<file path="config.mk">
export PLATFORM = sky130hd
export DESIGN_NAME = lin_wake_ctl
export DESIGN_NICKNAME = d
export VERILOG_FILES = /design/src/rtl/lin_wake_ctl.sv
export SDC_FILE = /design/constraint.sdc
export NUM_CORES = 1
export LEC_CHECK = 0
export BUFFER_PORTS_ARGS = -buffer_cell sky130_fd_sc_hd__buf_4
export CORE_UTILIZATION = 35
export DETAILED_ROUTE_END_ITERATION = 10
export RECOVER_POWER = 25
export SETUP_SLACK_MARGIN = 0.3
export SYNTH_ARGS = -nofsm -noshare
export SYNTH_HDL_FRONTEND = slang
export SYNTH_SLANG_ARGS = --single-unit
</file>
<file path="constraint.sdc">
create_clock -name clk -period 1.8 [get_ports clk]
set_input_delay 0.09 -clock clk [delete_from_list [all_inputs] [get_ports clk]]
set_output_delay 0.09 -clock clk [all_outputs]
set_load 0.05 [all_outputs]
</file>
<file path="src/rtl/lin_wake_ctl.sv">
module lin_wake_ctl #(
  parameter int DW       = 8,
  parameter int AW       = 2,
  parameter int BRK_BITS = 11
) (
  input  logic          clk,
  input  logic          rst_n,
  input  logic          reg_we,
  input  logic [AW-1:0] reg_addr,
  input  logic [DW-1:0] reg_wdata,
  output logic [DW-1:0] reg_rdata,
  input  logic          rx_i,
  input  logic          baud_tick,
  output logic          tx_o,
  output logic          wake_irq
);
  localparam int FW  = DW + 2;
  localparam int BCW = $clog2(FW);
  localparam int KCW = $clog2(BRK_BITS + 1);
  localparam logic [AW-1:0] A_CTRL = AW'(0);
  localparam logic [AW-1:0] A_DATA = AW'(1);
  localparam logic [AW-1:0] A_STAT = AW'(2);

  logic rel, ie, pd, genwu, flag, go, busy;
  logic rx_s1, rx_s2, rx_d;
  logic [DW-1:0]  txd;
  logic [FW-1:0]  sh;
  logic [BCW-1:0] bcnt;
  logic [KCW-1:0] lcnt;

  wire wr_ctrl = reg_we && reg_addr == A_CTRL;
  wire wr_data = reg_we && reg_addr == A_DATA;
  wire wr_stat = reg_we && reg_addr == A_STAT;
  wire fall    = rx_d & ~rx_s2;
  wire wake    = pd & ie & fall;
  wire brk     = baud_tick & ~rx_s2 & (lcnt == KCW'(BRK_BITS - 1));
  wire gw_set  = wr_ctrl & rel & pd & reg_wdata[3] & ~genwu;

  always_ff @(posedge clk or negedge rst_n)
    if (!rst_n) {rx_s1, rx_s2, rx_d} <= 3'b111;
    else        {rx_s1, rx_s2, rx_d} <= {rx_i, rx_s1, rx_s2};

  always_ff @(posedge clk or negedge rst_n)
    if (!rst_n) begin
      rel <= 1'b0;
      ie  <= 1'b0;
      txd <= '0;
    end else begin
      if (wr_ctrl) begin
        rel <= reg_wdata[0];
        ie  <= reg_wdata[1];
      end
      if (wr_data) txd <= reg_wdata;
    end

  always_ff @(posedge clk or negedge rst_n)
    if (!rst_n)       pd <= 1'b0;
    else if (!rel)    pd <= 1'b0;
    else if (wake)    pd <= 1'b0;
    else if (wr_ctrl) pd <= reg_wdata[2];

  always_ff @(posedge clk or negedge rst_n)
    if (!rst_n)             genwu <= 1'b0;
    else if (!rel)          genwu <= 1'b0;
    else if (brk)           genwu <= 1'b0;
    else if (wr_ctrl && pd) genwu <= reg_wdata[3];

  always_ff @(posedge clk or negedge rst_n)
    if (!rst_n)                  flag <= 1'b0;
    else if (!rel)               flag <= 1'b0;
    else if (wake)               flag <= 1'b1;
    else if (wr_stat && reg_wdata[0]) flag <= 1'b0;

  always_ff @(posedge clk or negedge rst_n)
    if (!rst_n)                  go <= 1'b0;
    else if (!rel)               go <= 1'b0;
    else if (gw_set)             go <= 1'b1;
    else if (baud_tick && !busy) go <= 1'b0;

  always_ff @(posedge clk or negedge rst_n)
    if (!rst_n) begin
      busy <= 1'b0;
      sh   <= '1;
      bcnt <= '0;
    end else if (!rel) begin
      busy <= 1'b0;
      sh   <= '1;
    end else if (baud_tick) begin
      if (busy) begin
        if (bcnt == BCW'(FW - 1)) busy <= 1'b0;
        else begin
          sh   <= {1'b1, sh[FW-1:1]};
          bcnt <= bcnt + 1'b1;
        end
      end else if (go) begin
        busy <= 1'b1;
        sh   <= {1'b1, txd, 1'b0};
        bcnt <= '0;
      end
    end

  always_ff @(posedge clk or negedge rst_n)
    if (!rst_n)                      lcnt <= '0;
    else if (baud_tick) begin
      if (rx_s2)                     lcnt <= '0;
      else if (lcnt != KCW'(BRK_BITS)) lcnt <= lcnt + 1'b1;
    end

  assign tx_o     = ~busy | sh[0];
  assign wake_irq = flag;

  always_comb begin
    reg_rdata = '0;
    case (reg_addr)
      A_CTRL:  reg_rdata[3:0] = {genwu, pd, ie, rel};
      A_DATA:  reg_rdata      = txd;
      A_STAT:  reg_rdata[1:0] = {busy, flag};
      default: reg_rdata      = '0;
    endcase
  end
endmodule


</file>
==> impl_results.html, run 1 <==
<table>
<tr><th>Metric</th><th>Value</th></tr>
<tr><th colspan="2">Floorplan</th></tr>
<tr><td>Core area</td><td>4790 um^2</td></tr>
<tr><td>Die outline area</td><td>5350 um^2</td></tr>
<tr><td>Floorplan die height</td><td>73.2 um</td></tr>
<tr><td>DIE WIDTH</td><td>73.2 um</td></tr>
<tr><td># IOs</td><td>25</td></tr>
<tr><td>Site Rows</td><td>25</td></tr>
<tr><td>Effective utilization at floorplan</td><td>0.370</td></tr>
<tr><th colspan="2">Placed design</th></tr>
<tr><td>Post-DP HPWL</td><td>2540 um</td></tr>
<tr><td>Number of buffer cells added on primary ports</td><td>24</td></tr>
<tr><td>RePlAce Congestion</td><td>0.790</td></tr>
<tr><th colspan="2">Global route</th></tr>
<tr><td>Met1 Use GR</td><td>0.209</td></tr>
<tr><td>Number of global-route vias before repair</td><td>1289</td></tr>
<tr><td>GRT Total Usage</td><td>0.149</td></tr>
<tr><td>First-pass GRT wire length</td><td>6150 um</td></tr>
<tr><td>Met3 track demand over resource in global routing</td><td>0.0331</td></tr>
<tr><td>Maximum number of pins on one net before global-route repair</td><td>36</td></tr>
<tr><td>GR peak layer</td><td>met2</td></tr>
<tr><td>Met2 routing resource usage after global routing</td><td>0.233</td></tr>
<tr><td>Antenna violations before repair</td><td>0</td></tr>
<tr><td>GRT overflow</td><td>0</td></tr>
<tr><th colspan="2">Layout</th></tr>
<tr><td>Proportion of layout cells with a drive suffix above 1</td><td>0.395</td></tr>
<tr><td>Antenna Cells</td><td>0</td></tr>
<tr><td>Final core area utilization</td><td>0.458</td></tr>
<tr><td>Total Nets Final</td><td>208</td></tr>
<tr><td>Area Growth Syn to Fin</td><td>23.6%</td></tr>
<tr><th colspan="2">Synth</th></tr>
<tr><td>Proportion of synthesized area in mux cells</td><td>0.162</td></tr>
<tr><td>Average cell area after synthesis</td><td>11.4 um^2</td></tr>
<tr><td>Xor/xnor share of the synthesized area</td><td>0</td></tr>
<tr><td>Post-synthesis cell type count</td><td>38</td></tr>
<tr><td>Simple-Gate Fraction of Synth Area</td><td>0.148</td></tr>
<tr><td>Share of synthesized cell area in full adder, half adder and majority cells</td><td>0.0282</td></tr>
<tr><td>Number of register bits inferred by synthesis</td><td>35</td></tr>
<tr><td>Largest area contributor in the netlist</td><td>sky130_fd_sc_hd__dfrtp_1</td></tr>
<tr><td>Number of nets in the synthesized netlist</td><td>174</td></tr>
<tr><td>YS warnings</td><td>0</td></tr>
<tr><td>Number of cells produced by synthesis</td><td>155</td></tr>
<tr><td>Synthesized cell area</td><td>1770 um^2</td></tr>
<tr><td>Largest family of logic cells by synthesized area</td><td>multiplexers</td></tr>
<tr><td>Sequential fraction of the synthesis area</td><td>0.502</td></tr>
<tr><td>Compound-gate portion of the synthesized area</td><td>0.128</td></tr>
<tr><td>Cells taking the most area after synthesis</td><td>sky130_fd_sc_hd__dfrtp_1, sky130_fd_sc_hd__dfstp_2, sky130_fd_sc_hd__mux2_2, sky130_fd_sc_hd__mux2i_1, sky130_fd_sc_hd__o211ai_1</td></tr>
<tr><td>Area share of the largest cell type after synthesis</td><td>0.325</td></tr>
<tr><th colspan="2">Route</th></tr>
<tr><td>1st-iter DRT viols</td><td>70</td></tr>
<tr><td>DRT Pass-1 Iters</td><td>4</td></tr>
<tr><td>Number of DRC violations after detailed routing</td><td>0</td></tr>
<tr><td>WL final</td><td>3590 um</td></tr>
<tr><td>Final routed wire length divided by cell count</td><td>14.0 um</td></tr>
<tr><td>Via count of the routed design</td><td>1299</td></tr>
<tr><td>Remaining antenna violation count after routing</td><td>0</td></tr>
<tr><td>Via/cell ratio</td><td>5.05</td></tr>
<tr><th colspan="2">Power</th></tr>
<tr><td>Pwr Density</td><td>833 nW/um^2</td></tr>
<tr><td>NetSw</td><td>0.526 mW</td></tr>
<tr><td>Leakage dissipation</td><td>0.901 nW</td></tr>
<tr><td>Comb power frac</td><td>0.186</td></tr>
<tr><td>Internal power of the cells</td><td>1.30 mW</td></tr>
<tr><td>Worst voltage drop across the vdd grid</td><td>0.426 mV</td></tr>
<tr><td>Share of power burned in registers</td><td>0.520</td></tr>
<tr><td>Clock power share</td><td>0.294</td></tr>
<tr><td>Net switching fraction of the power</td><td>0.288</td></tr>
<tr><th colspan="2">Run</th></tr>
<tr><td># Max-Cap Violations</td><td>0</td></tr>
<tr><th colspan="2">Worst hold path</th></tr>
<tr><td>Worst hold path depth</td><td>2</td></tr>
<tr><td>Type of the most critical hold path</td><td>in -&gt; reg</td></tr>
<tr><td>Hold Path Origin</td><td>reg_wdata[6]</td></tr>
<tr><td>Worst Hold Endpoint</td><td>txd[6]$_DFFE_PN0P_</td></tr>
<tr><th colspan="2">Setup path</th></tr>
<tr><td>Cell with the largest stage delay on the worst path</td><td>sky130_fd_sc_hd__or4_1</td></tr>
<tr><td>Cell Chain, Critical Path</td><td>buf_4 &gt; ha_1 &gt; nand2_1 &gt; or4_1 &gt; o211ai_1</td></tr>
<tr><td>Data arrival time of the worst path</td><td>1660 ps</td></tr>
<tr><td>Startpoint Class</td><td>register</td></tr>
<tr><td>Critical path start-end classification</td><td>reg -&gt; reg</td></tr>
<tr><td>Kind of capture point of the worst setup path</td><td>register</td></tr>
<tr><td>Crit-path max FO</td><td>4</td></tr>
<tr><td>Depth of the worst register-to-register path</td><td>5</td></tr>
<tr><td>Start of the worst register-to-register path</td><td>bcnt[0]$_DFFE_PN0P_</td></tr>
<tr><td>Slack of the worst reg-to-reg path</td><td>340 ps</td></tr>
<tr><td>Required time at the worst-slack endpoint</td><td>2010 ps</td></tr>
<tr><td>Worst flop-to-flop path endpoint</td><td>bcnt[2]$_DFFE_PN0P_</td></tr>
<tr><td>Stage delay of the slowest cell on the critical path</td><td>510 ps</td></tr>
<tr><th colspan="2">STA</th></tr>
<tr><td>Worst Skew</td><td>13.8 ps</td></tr>
<tr><td>Setup TNS Final</td><td>0 ps</td></tr>
<tr><td>Relative slew slack</td><td>0.427</td></tr>
<tr><td>Number of failing setup endpoints in the final timing report</td><td>0</td></tr>
<tr><td>Crit share post-route</td><td>0.810</td></tr>
<tr><td>Unrepaired setup endpoints after global routing</td><td>true</td></tr>
<tr><td>Fmax</td><td>0.686 GHz</td></tr>
<tr><td>Number of slew-limit violations in the final report</td><td>0</td></tr>
<tr><td>Clock period minus final worst setup slack</td><td>1460 ps</td></tr>
<tr><td>Worst-margin pin slew</td><td>859 ps</td></tr>
<tr><td>Number of hold violations in the final report</td><td>0</td></tr>
<tr><th colspan="2">Clock tree</th></tr>
<tr><td>Cell at the root of the clock tree</td><td>sky130_fd_sc_hd__clkbuf_8</td></tr>
<tr><td>Maximum buffer depth of the clock tree</td><td>2</td></tr>
<tr><td>TritonCTS clock tree</td><td>yes</td></tr>
<tr><td>TritonCTS buffer count</td><td>5</td></tr>
<tr><td>Clock transition at the register clock pins on the worst setup and hold paths after CTS</td><td>70 ps</td></tr>
<tr><td>H-tree depth</td><td>2</td></tr>
<tr><td>Num Clock Sinks</td><td>35</td></tr>
<tr><td>Worst skew pair latency</td><td>280 ps</td></tr>
<tr><th colspan="2">Run status</th></tr>
<tr><td>Result of the run</td><td>completed</td></tr>
</table>
==> what timing repair did <==
item | in CTS | in global routing
hold buffers | 2 | 0
hold endpoints to repair | 24 | 0
setup buffers | 6 | 0
resized for setup | 2 | 4
pin swaps | 2 | 2
endpoints found under the setup margin | 13 | 12
==> area by class of cell <==
class | instances | area, um^2
Clock buffer | 8 | 80.1
Fill cell | 456 | 2590
Inverter | 4 | 15.0
Multi-Input combinational cell | 108 | 855
Sequential cell | 35 | 892
Tap cell | 67 | 83.8
Timing Repair Buffer | 35 | 265
==> critical path, delay by kind of cell (launching register included) <==
family	cells	cell delay, ps
AOI/OAI and AO/OA	1	110
DFF	1	390
buffers and inverters	1	150
adders and majority gates	1	160
and+or+nand+nor	2	580
==> worst max-delay path by stage <==
stage	cells after the start	slack, ps	startpoint	endpoint
after floorplan	4	360	busy$_DFFE_PN0P_	reg_rdata[1]
after global placement	4	290	bcnt[0]$_DFFE_PN0P_	bcnt[2]$_DFFE_PN0P_
after detailed placement	4	240	bcnt[0]$_DFFE_PN0P_	bcnt[2]$_DFFE_PN0P_
after CTS	5	340	bcnt[1]$_DFFE_PN0P_	sh[3]$_DFFE_PN1P_
after global routing	5	260	bcnt[1]$_DFFE_PN0P_	bcnt[1]$_DFFE_PN0P_
final	5	340	bcnt[0]$_DFFE_PN0P_	bcnt[2]$_DFFE_PN0P_
==> cell usage after synthesis <==
master	instances
sky130_fd_sc_hd__nor2_1	7
sky130_fd_sc_hd__or4_1	1
sky130_fd_sc_hd__o211ai_1	9
sky130_fd_sc_hd__nor4bb_1	1
sky130_fd_sc_hd__and2_1	4
sky130_fd_sc_hd__nand3b_1	1
sky130_fd_sc_hd__nand2_1	10
sky130_fd_sc_hd__nand4b_1	2
sky130_fd_sc_hd__and4b_4	1
sky130_fd_sc_hd__nand2_2	1
sky130_fd_sc_hd__inv_1	4
sky130_fd_sc_hd__a21oi_1	1
sky130_fd_sc_hd__nor2b_1	2
sky130_fd_sc_hd__or4b_1	2
sky130_fd_sc_hd__or3_1	1
sky130_fd_sc_hd__buf_2	5
sky130_fd_sc_hd__o2bb2ai_1	2
sky130_fd_sc_hd__clkbuf_1	2
sky130_fd_sc_hd__and4bb_2	1
sky130_fd_sc_hd__a21boi_0	2
sky130_fd_sc_hd__o31ai_1	2
sky130_fd_sc_hd__mux2i_1	14
sky130_fd_sc_hd__o21bai_1	1
sky130_fd_sc_hd__buf_4	1
sky130_fd_sc_hd__dfstp_2	12
sky130_fd_sc_hd__or2_1	1
sky130_fd_sc_hd__o211ai_2	1
sky130_fd_sc_hd__o21ai_1	2
sky130_fd_sc_hd__nand2b_1	2
sky130_fd_sc_hd__dfrtp_1	23
sky130_fd_sc_hd__nor3b_2	1
sky130_fd_sc_hd__o21ai_0	12
sky130_fd_sc_hd__nand3_1	4
sky130_fd_sc_hd__mux2_2	13
sky130_fd_sc_hd__a21bo_1	1
sky130_fd_sc_hd__a21boi_1	1
sky130_fd_sc_hd__nor2b_2	1
sky130_fd_sc_hd__ha_1	4
==> power groups by stage <==
stage          sequential [mW]  clock, mW  combinational [mW]
2_1_floorplan            0.939          0               0.230
3_3_place_gp             0.955          0               0.326
3_5_place_dp             0.960          0               0.336
4_1_cts                  0.947      0.554               0.342
5_1_grt                  0.965      0.587               0.372
6_report                 0.950      0.536               0.339
==> cells by family (layout without fill, tap and decap cells) <==
| family | count (synthesis) | after routing |
|---|---|---|
| adders and majority gates | 4 | 4 |
| buffers and inverters | 12 | 47 |
| AOI/OAI and AO/OA | 34 | 34 |
| and+or+nand+nor | 43 | 43 |
| DFF | 35 | 35 |
| muxes | 27 | 27 |
==> registers in the layout, indices dropped and copies added (netlist names), 4 cells and up <==
register	flops
bcnt	4
sh	9
txd	8
lcnt	4
==> through the flow <==
step / setup slack (ps) / power, mW / hold WS [ps] / area [um^2] / instances
final: 342 / 1.83 / 39.0 / 2190 / 257
after global routing: 259 / 1.92 / 33.2 / 2190 / 257
after CTS: 335 / 1.84 / 34.4 / 2170 / 257
after detailed placement: 237 / 1.30 / 67.7 / 2030 / 241
after global placement: 294 / 1.28 / 59.2 / 2030 / 241
after floorplan: 358 / 1.17 / -206 / 1780 / 155
==> routing by layer <==
metal  vias up  wire (um)
met1       651       1720
met3         5         79
li1        628          -
met4         0         25
met5         -          0
met2        15       1770
==> layout by cell type, fill, tap and decap left out, types with 2 or more instances in the layout <==
cell and instances:
sky130_fd_sc_hd__a21boi_0 2, sky130_fd_sc_hd__o21ai_0 10, sky130_fd_sc_hd__o2bb2ai_1 2, sky130_fd_sc_hd__dfrtp_1 22, sky130_fd_sc_hd__mux2_2 13, sky130_fd_sc_hd__clkbuf_1 3
sky130_fd_sc_hd__o21ai_2 2, sky130_fd_sc_hd__mux2i_1 14, sky130_fd_sc_hd__clkbuf_8 5, sky130_fd_sc_hd__nor2b_1 2, sky130_fd_sc_hd__dfstp_2 11, sky130_fd_sc_hd__o21ai_1 2
sky130_fd_sc_hd__o211ai_1 9, sky130_fd_sc_hd__or4b_1 2, sky130_fd_sc_hd__ha_1 3, sky130_fd_sc_hd__dlygate4sd3_1 2, sky130_fd_sc_hd__nand4b_1 2, sky130_fd_sc_hd__and2_1 4
sky130_fd_sc_hd__inv_1 3, sky130_fd_sc_hd__nand2b_1 2, sky130_fd_sc_hd__nand3_1 4, sky130_fd_sc_hd__buf_4 31, sky130_fd_sc_hd__nand2_1 10, sky130_fd_sc_hd__nor2_1 7
Power figures use the tool's default switching activity.
==> run 2, diff against run 1 <==
--- a/config.mk
+++ b/config.mk
@@ -5,6 +5,7 @@
 export SDC_FILE = /design/constraint.sdc
 export NUM_CORES = 1
 export LEC_CHECK = 0
+export ABC_AREA = 1
 export BUFFER_PORTS_ARGS = -buffer_cell sky130_fd_sc_hd__buf_4
 export CORE_UTILIZATION = 35
 export DETAILED_ROUTE_END_ITERATION = 10
==> constraint.sdc (replaced) <==
create_clock -name clk -period 1.25 [get_ports clk]
set_input_delay 0.0625 -clock clk [delete_from_list [all_inputs] [get_ports clk]]
set_output_delay 0.0625 -clock clk [all_outputs]
set_load 0.05 [all_outputs]
==> impl_results.html, run 2 <==
<table>
<tr><th>Metric</th><th>Value</th></tr>
<tr><th colspan="2">Layout</th></tr>
<tr><td>Area used by sequential logic in the layout</td><td>895 um^2</td></tr>
<tr><td>Number of flip-flops under the largest register name</td><td>9</td></tr>
<tr><td>Proportion of layout cells with a drive suffix above 1</td><td>0.529</td></tr>
<tr><td>Antenna Cells</td><td>0</td></tr>
<tr><td>Number of inserted filler cells in the final layout</td><td>504</td></tr>
<tr><td>Post-route cell area</td><td>2700 um^2</td></tr>
<tr><td>Area Growth Syn to Fin</td><td>45.7%</td></tr>
<tr><td>Most flop-heavy register</td><td>sh</td></tr>
<tr><td>Cell Count, Final, Fillers Out</td><td>350</td></tr>
<tr><td>Total area of multi-input combinational cells</td><td>1100 um^2</td></tr>
<tr><td>Highest-count cells in the layout ignoring fill and taps</td><td>sky130_fd_sc_hd__nand2_1, sky130_fd_sc_hd__buf_4, sky130_fd_sc_hd__dfrtp_1</td></tr>
<tr><td>Regs by FF count</td><td>sh x9, txd x8</td></tr>
<tr><td>Most common cell after layout, fill and taps aside</td><td>sky130_fd_sc_hd__nand2_1</td></tr>
<tr><td>Total Nets Final</td><td>298</td></tr>
<tr><th colspan="2">Floorplan</th></tr>
<tr><td>Die outline area</td><td>5580 um^2</td></tr>
<tr><td>Effective utilization at floorplan</td><td>0.362</td></tr>
<tr><td>Floorplan die height</td><td>74.7 um</td></tr>
<tr><td>DIE WIDTH</td><td>74.7 um</td></tr>
<tr><td>Core area</td><td>5110 um^2</td></tr>
<tr><td># IOs</td><td>25</td></tr>
<tr><td>Site Rows</td><td>26</td></tr>
<tr><th colspan="2">Synth</th></tr>
<tr><td>Largest area contributor in the netlist</td><td>sky130_fd_sc_hd__dfrtp_1</td></tr>
<tr><td>Area share of the largest cell type after synthesis</td><td>0.311</td></tr>
<tr><td>Average cell area after synthesis</td><td>8.26 um^2</td></tr>
<tr><td>Number of cells produced by synthesis</td><td>224</td></tr>
<tr><td>Number of nets in the synthesized netlist</td><td>243</td></tr>
<tr><td>Dominant synthesized flop cell</td><td>sky130_fd_sc_hd__dfrtp_1</td></tr>
<tr><td>Leading post-synthesis cells by instance count</td><td>sky130_fd_sc_hd__nand2_1, sky130_fd_sc_hd__dfrtp_1, sky130_fd_sc_hd__inv_1, sky130_fd_sc_hd__nand3_1, sky130_fd_sc_hd__nor2_1</td></tr>
<tr><td>Synthesized cell area</td><td>1850 um^2</td></tr>
<tr><td>Post-synthesis cell type count</td><td>27</td></tr>
<tr><td>Post-synth EDFFs</td><td>0</td></tr>
<tr><td>Async set-or-reset flop fraction in the synthesized netlist</td><td>1.00</td></tr>
<tr><td>Number of register bits inferred by synthesis</td><td>35</td></tr>
<tr><td>YS warnings</td><td>0</td></tr>
<tr><td>Cells taking the most area after synthesis</td><td>sky130_fd_sc_hd__dfrtp_1, sky130_fd_sc_hd__dfstp_2, sky130_fd_sc_hd__nand2_1, sky130_fd_sc_hd__nand3_1, sky130_fd_sc_hd__inv_1</td></tr>
<tr><td>Most instantiated library cell after synthesis</td><td>sky130_fd_sc_hd__nand2_1</td></tr>
<tr><td>Sequential fraction of the synthesis area</td><td>0.482</td></tr>
<tr><th colspan="2">Setup path</th></tr>
<tr><td>Startpoint Class</td><td>register</td></tr>
<tr><td>Stage delay of the slowest cell on the critical path</td><td>410 ps</td></tr>
<tr><td>Kind of capture point of the worst setup path</td><td>output port</td></tr>
<tr><td>Cell with the largest stage delay on the worst path</td><td>sky130_fd_sc_hd__dfrtp_2</td></tr>
<tr><td>Critical path start-end classification</td><td>reg -&gt; out</td></tr>
<tr><td>Cell Chain, Critical Path</td><td>inv_6 &gt; or2_2 &gt; buf_6</td></tr>
<tr><td>Required time at the worst-slack endpoint</td><td>1190 ps</td></tr>
<tr><td>Crit-path max FO</td><td>5</td></tr>
<tr><td>Data arrival time of the worst path</td><td>1200 ps</td></tr>
<tr><th colspan="2">Global route</th></tr>
<tr><td>First-pass GRT wire length</td><td>7340 um</td></tr>
<tr><td>Antenna violations before repair</td><td>0</td></tr>
<tr><td>GRT Total Usage</td><td>0.178</td></tr>
<tr><td>Number of global-route vias before repair</td><td>1592</td></tr>
<tr><td>Maximum number of pins on one net before global-route repair</td><td>36</td></tr>
<tr><td>GRT overflow</td><td>0</td></tr>
<tr><th colspan="2">Clock tree</th></tr>
<tr><td>Num Clock Sinks</td><td>35</td></tr>
<tr><td>TritonCTS buffer count</td><td>5</td></tr>
<tr><td>Maximum buffer depth of the clock tree</td><td>2</td></tr>
<tr><td>TritonCTS clock tree</td><td>yes</td></tr>
<tr><td>Clock transition at the register clock pins on the worst setup and hold paths after CTS</td><td>70 ps</td></tr>
<tr><td>Worst skew pair latency</td><td>290 ps</td></tr>
<tr><td>H-tree depth</td><td>2</td></tr>
<tr><td>Cell at the root of the clock tree</td><td>sky130_fd_sc_hd__clkbuf_8</td></tr>
<tr><th colspan="2">STA</th></tr>
<tr><td>Unrepaired setup endpoints after global routing</td><td>true</td></tr>
<tr><td>Number of hold violations in the final report</td><td>0</td></tr>
<tr><td>Worst Slack Setup Final</td><td>-7.63 ps</td></tr>
<tr><td>Worst-margin pin slew</td><td>856 ps</td></tr>
<tr><td>Fmax</td><td>0.795 GHz</td></tr>
<tr><td>Worst-case hold slack</td><td>6.39 ps</td></tr>
<tr><td>Relative slew slack</td><td>0.429</td></tr>
<tr><td>Number of slew-limit violations in the final report</td><td>0</td></tr>
<tr><td>Number of failing setup endpoints in the final timing report</td><td>1</td></tr>
<tr><td>Worst Skew</td><td>8.85 ps</td></tr>
<tr><td>Clock period minus final worst setup slack</td><td>1260 ps</td></tr>
<tr><td>Crit share post-route</td><td>1.01</td></tr>
<tr><th colspan="2">Power</th></tr>
<tr><td>Leakage dissipation</td><td>1.20 nW</td></tr>
<tr><td>Worst voltage drop across the vdd grid</td><td>0.683 mV</td></tr>
<tr><td>Pwr Density</td><td>1140 nW/um^2</td></tr>
<tr><th colspan="2">Route</th></tr>
<tr><td>Via/cell ratio</td><td>4.70</td></tr>
<tr><td>WL final</td><td>4440 um</td></tr>
<tr><td>1st-iter DRT viols</td><td>72</td></tr>
<tr><td>Via count of the routed design</td><td>1645</td></tr>
<tr><td>Final routed wire length divided by cell count</td><td>12.7 um</td></tr>
<tr><td>Number of DRC violations after detailed routing</td><td>0</td></tr>
<tr><td>Remaining antenna violation count after routing</td><td>0</td></tr>
<tr><td>DRT Pass-1 Iters</td><td>4</td></tr>
<tr><th colspan="2">Run</th></tr>
<tr><td># Max-Cap Violations</td><td>0</td></tr>
<tr><th colspan="2">Placed design</th></tr>
<tr><td>Place WS</td><td>-27.8 ps</td></tr>
<tr><td>RePlAce Congestion</td><td>0.722</td></tr>
<tr><td>Cells after DPL</td><td>316</td></tr>
<tr><td>Post-DP HPWL</td><td>2770 um</td></tr>
<tr><td>Number of buffer cells added on primary ports</td><td>24</td></tr>
<tr><td>Post-Place Cell Area</td><td>2140 um^2</td></tr>
<tr><th colspan="2">Run status</th></tr>
<tr><td>Failing checks</td><td>negative setup slack</td></tr>
<tr><td>Result of the run</td><td>complete, but fails checks</td></tr>
<tr><th colspan="2">Worst hold path</th></tr>
<tr><td>Type of the most critical hold path</td><td>in -&gt; reg</td></tr>
</table>
[run 2: cell types whose count changed after synthesis, moves of 6 or more]
cell                      previous run  this run
sky130_fd_sc_hd__mux2i_1            14         0
sky130_fd_sc_hd__nand3_1             4        21
sky130_fd_sc_hd__nand4_1             0         6
sky130_fd_sc_hd__nor2_1              7        16
sky130_fd_sc_hd__nand2_1            10        67
sky130_fd_sc_hd__mux2_2             13         0
sky130_fd_sc_hd__inv_1               4        21
[run 2: through the flow]
stage	power (mW)	utilization	TNS, ps
after global placement	2.04	0.418	0
final	3.07	0.528	-7.63
after floorplan	1.86	-	-166
after CTS	3.01	0.495	-7.90
after global routing	3.25	0.528	-468
after detailed placement	2.05	0.418	-161
[run 2: worst max-delay path, delay by kind of cell (launching register included)]
kind	cells	cell delay, ps
buf+inv	2	210
flops	1	410
simple gates	1	280
[run 2: where the power goes]
| part | internal (mW) | switching [mW] | total (mW) |
|---|---|---|---|
| Clock | 0.391 | 0.396 | 0.786 |
| Sequential | 1.34 | 0.107 | 1.45 |
| Combinational | 0.349 | 0.486 | 0.834 |
| Total | 2.08 | 0.988 | 3.07 |
[run 2: area by class of cell]
class | instances | share of cell area
Multi-Input combinational cell | 162 | 0.407
Clock buffer | 7 | 0.0283
Timing Repair Buffer | 51 | 0.161
Sequential cell | 35 | 0.332
Clock inverter | 1 | 0.00186
Inverter | 24 | 0.0381
Tap cell | 70 | 0.0325
[run 2: metal layers]
layer  up-vias  routed length [um]  track usage
met2        25                2160        0.284
met4         0                  77       0.0650
li1        841                   -            -
met5         -                   0            0
met1       771                2070        0.236
met3         8                 125       0.0442
[run 2: kinds of logic (layout without fill, tap and decap cells)]
group                    count (synthesis)  after routing  synth area share
buffers and inverters                   30             83            0.0731
AO/OA/AOI/OAI                           29             29             0.102
XOR/XNOR                                 1              1           0.00474
flip-flops                              35             35             0.482
AND/OR/NAND/NOR                        125            128             0.311
adder cells (fa/ha/maj)                  4              4            0.0271
[run 2: path summary, 6_finish.rpt]
check / slack [ps] / from / cells past startpoint / to
max: -8 / busy$_DFFE_PN0P_ / 3 / tx_o
min: 6 / reg_wdata[4] / 3 / txd[4]$_DFFE_PN0P_
max reg2reg: 10 / bcnt[1]$_DFFE_PN0P_ / 9 / sh[2]$_DFFE_PN1P_
min reg2reg: 360 / rx_s1$_DFF_PN1_ / 0 / rx_s2$_DFF_PN1_
max in group asynchronous: 230 / rst_n / 2 / wake_irq$_DFFE_PN0P_
min in group asynchronous: 420 / rst_n / 2 / txd[7]$_DFFE_PN0P_
[run 2: what timing repair did]
action,CTS,global route
setup endpoints to repair,30,32
cloned,3,0
resized for setup,45,33
hold buffers,3,0
pin swaps,21,12
hold endpoints to repair,25,0
buffers inserted,16,4
==> run 3, diff against run 2 <==
--- a/config.mk
+++ b/config.mk
@@ -5,7 +5,6 @@
 export SDC_FILE = /design/constraint.sdc
 export NUM_CORES = 1
 export LEC_CHECK = 0
-export ABC_AREA = 1
 export BUFFER_PORTS_ARGS = -buffer_cell sky130_fd_sc_hd__buf_4
 export CORE_UTILIZATION = 35
 export DETAILED_ROUTE_END_ITERATION = 10
==> impl_results.html, run 3 (same netlist as run 1, synthesis figures left out) <==
<table>
<tr><th>Metric</th><th>Value</th></tr>
<tr><th colspan="2">Run status</th></tr>
<tr><td>Result of the run</td><td>complete, but fails checks</td></tr>
<tr><td>Failing checks</td><td>negative setup slack</td></tr>
<tr><th colspan="2">Route</th></tr>
<tr><td>DRT Pass-1 Iters</td><td>4</td></tr>
<tr><td>1st-iter DRT viols</td><td>42</td></tr>
<tr><td>Remaining antenna violation count after routing</td><td>0</td></tr>
<tr><td>WL final</td><td>4250 um</td></tr>
<tr><td>Via count of the routed design</td><td>1484</td></tr>
<tr><td>Via/cell ratio</td><td>5.12</td></tr>
<tr><td>Number of DRC violations after detailed routing</td><td>0</td></tr>
<tr><td>Final routed wire length divided by cell count</td><td>14.6 um</td></tr>
<tr><th colspan="2">Floorplan</th></tr>
<tr><td># IOs</td><td>25</td></tr>
<tr><td>Core area</td><td>4790 um^2</td></tr>
<tr><td>Floorplan die height</td><td>73.2 um</td></tr>
<tr><td>Effective utilization at floorplan</td><td>0.370</td></tr>
<tr><td>DIE WIDTH</td><td>73.2 um</td></tr>
<tr><td>Site Rows</td><td>25</td></tr>
<tr><td>Die outline area</td><td>5350 um^2</td></tr>
<tr><th colspan="2">Power</th></tr>
<tr><td>Total Power</td><td>3.18 mW</td></tr>
<tr><td>Worst voltage drop across the vdd grid</td><td>0.679 mV</td></tr>
<tr><td>Pwr Density</td><td>1160 nW/um^2</td></tr>
<tr><td>Leakage dissipation</td><td>1.15 nW</td></tr>
<tr><th colspan="2">STA</th></tr>
<tr><td>Crit share post-route</td><td>1.17</td></tr>
<tr><td>Number of failing setup endpoints in the final timing report</td><td>18</td></tr>
<tr><td>Worst-margin pin slew</td><td>845 ps</td></tr>
<tr><td>Unrepaired setup endpoints after global routing</td><td>true</td></tr>
<tr><td>Worst-case hold slack</td><td>9.99 ps</td></tr>
<tr><td>Number of hold violations in the final report</td><td>0</td></tr>
<tr><td>Fmax</td><td>0.681 GHz</td></tr>
<tr><td>Number of slew-limit violations in the final report</td><td>0</td></tr>
<tr><td>Worst Slack Setup Final</td><td>-219 ps</td></tr>
<tr><td>Relative slew slack</td><td>0.436</td></tr>
<tr><td>Clock period minus final worst setup slack</td><td>1470 ps</td></tr>
<tr><td>Worst Skew</td><td>4.57 ps</td></tr>
<tr><th colspan="2">Layout</th></tr>
<tr><td>Most common cell after layout, fill and taps aside</td><td>sky130_fd_sc_hd__buf_4</td></tr>
<tr><td>Cell Count, Final, Fillers Out</td><td>290</td></tr>
<tr><td>Proportion of layout cells with a drive suffix above 1</td><td>0.596</td></tr>
<tr><td>Regs by FF count</td><td>sh x9, txd x8</td></tr>
<tr><td>Most flop-heavy register</td><td>sh</td></tr>
<tr><td>Highest-count cells in the layout ignoring fill and taps</td><td>sky130_fd_sc_hd__buf_4, sky130_fd_sc_hd__dfrtp_1, sky130_fd_sc_hd__buf_6</td></tr>
<tr><td>Antenna Cells</td><td>0</td></tr>
<tr><td>Area Growth Syn to Fin</td><td>54.1%</td></tr>
<tr><td>Number of flip-flops under the largest register name</td><td>9</td></tr>
<tr><td>Total Nets Final</td><td>241</td></tr>
<tr><th colspan="2">Global route</th></tr>
<tr><td>First-pass GRT wire length</td><td>6960 um</td></tr>
<tr><td>Met2 routing resource usage after global routing</td><td>0.299</td></tr>
<tr><td>Maximum number of pins on one net before global-route repair</td><td>36</td></tr>
<tr><td>GR peak layer</td><td>met2</td></tr>
<tr><td>GRT overflow</td><td>0</td></tr>
<tr><td>Met1 Use GR</td><td>0.206</td></tr>
<tr><td>Number of global-route vias before repair</td><td>1504</td></tr>
<tr><td>GRT Total Usage</td><td>0.174</td></tr>
<tr><td>Met3 track demand over resource in global routing</td><td>0.0414</td></tr>
<tr><td>Antenna violations before repair</td><td>0</td></tr>
<tr><th colspan="2">Placed design</th></tr>
<tr><td>Number of buffer cells added on primary ports</td><td>24</td></tr>
<tr><td>RePlAce Congestion</td><td>0.714</td></tr>
<tr><td>Cells after DPL</td><td>257</td></tr>
<tr><td>Post-DP HPWL</td><td>2810 um</td></tr>
<tr><th colspan="2">Clock tree</th></tr>
<tr><td>H-tree depth</td><td>2</td></tr>
<tr><td>TritonCTS clock tree</td><td>yes</td></tr>
<tr><td>Clock transition at the register clock pins on the worst setup and hold paths after CTS</td><td>70 ps</td></tr>
<tr><td>Num Clock Sinks</td><td>35</td></tr>
<tr><td>Maximum buffer depth of the clock tree</td><td>2</td></tr>
<tr><td>Worst skew pair latency</td><td>280 ps</td></tr>
<tr><td>Cell at the root of the clock tree</td><td>sky130_fd_sc_hd__clkbuf_8</td></tr>
<tr><td>TritonCTS buffer count</td><td>5</td></tr>
<tr><th colspan="2">Setup path</th></tr>
<tr><td>Data arrival time of the worst path</td><td>1680 ps</td></tr>
<tr><td>Crit-path max FO</td><td>6</td></tr>
<tr><td>Required time at the worst-slack endpoint</td><td>1460 ps</td></tr>
<tr><td>Startpoint Class</td><td>register</td></tr>
<tr><td>Kind of capture point of the worst setup path</td><td>register</td></tr>
<tr><td>Critical path start-end classification</td><td>reg -&gt; reg</td></tr>
<tr><th colspan="2">Worst hold path</th></tr>
<tr><td>Type of the most critical hold path</td><td>in -&gt; reg</td></tr>
<tr><th colspan="2">Run</th></tr>
<tr><td># Max-Cap Violations</td><td>0</td></tr>
</table>
-- run 3: path summary, 6_finish.rpt --
check | start | to | slack [ps] | cells past startpoint
setup / recovery | bcnt[0]$_DFFE_PN0P_ | bcnt[1]$_DFFE_PN0P_ | -220 | 4
hold / removal | reg_wdata[7] | txd[7]$_DFFE_PN0P_ | 10 | 2
setup reg to reg | bcnt[0]$_DFFE_PN0P_ | bcnt[1]$_DFFE_PN0P_ | -220 | 4
min in group asynchronous | rst_n | bcnt[2]$_DFFE_PN0P_ | 410 | 2
max in group asynchronous | rst_n | wake_irq$_DFFE_PN0P_ | 250 | 2
hold reg to reg | rx_s1$_DFF_PN1_ | rx_s2$_DFF_PN1_ | 360 | 0
-- run 3: metrics by stage --
| step | TNS, ps | worst slack, ps | area [um^2] | utilization |
|---|---|---|---|---|
| floorplan | -1260 | -135 | 1870 | - |
| global placement | -1490 | -130 | 2240 | 0.467 |
| detailed placement | -2190 | -191 | 2240 | 0.467 |
| CTS | -2360 | -191 | 2630 | 0.550 |
| global route | -3540 | -274 | 2730 | 0.571 |
| finish | -2520 | -219 | 2730 | 0.571 |
-- run 3: routing by layer --
metal | up-vias | part of all wire
met5 | - | 0
met4 | 0 | 0.017
met3 | 11 | 0.032
met2 | 35 | 0.52
met1 | 738 | 0.43
li1 | 700 | -
-- run 3: what timing repair did --
action	in CTS	in global routing
hold endpoints to repair	24	0
endpoints found under the setup margin	33	33
pin swaps	13	12
buffers inserted	17	6
resized for setup	40	12
hold buffers	2	0
-- run 3: where the power goes --
group,internal [mW],total (mW),switching (mW)
registers,1.25,1.35,0.0993
clock network,0.502,0.884,0.382
logic,0.518,0.947,0.428
total,2.27,3.18,0.909
-- run 3: final cells by class --
| cell class | instances | area (um^2) |
|---|---|---|
| inverter | 4 | 17.5 |
| sequential | 35 | 892 |
| multi-input combinational | 108 | 1020 |
| fill | 390 | 2050 |
| tap | 67 | 83.8 |
| timing repair buffer | 68 | 623 |
| clock buffer | 8 | 100 |
-- run 3: worst max-delay path: stages, from the launching register on --
cell and delay (ps):
sky130_fd_sc_hd__dfrtp_1 420, sky130_fd_sc_hd__ha_4 170, sky130_fd_sc_hd__and4b_4 210, sky130_fd_sc_hd__or4b_1 520
sky130_fd_sc_hd__o21ai_2 80
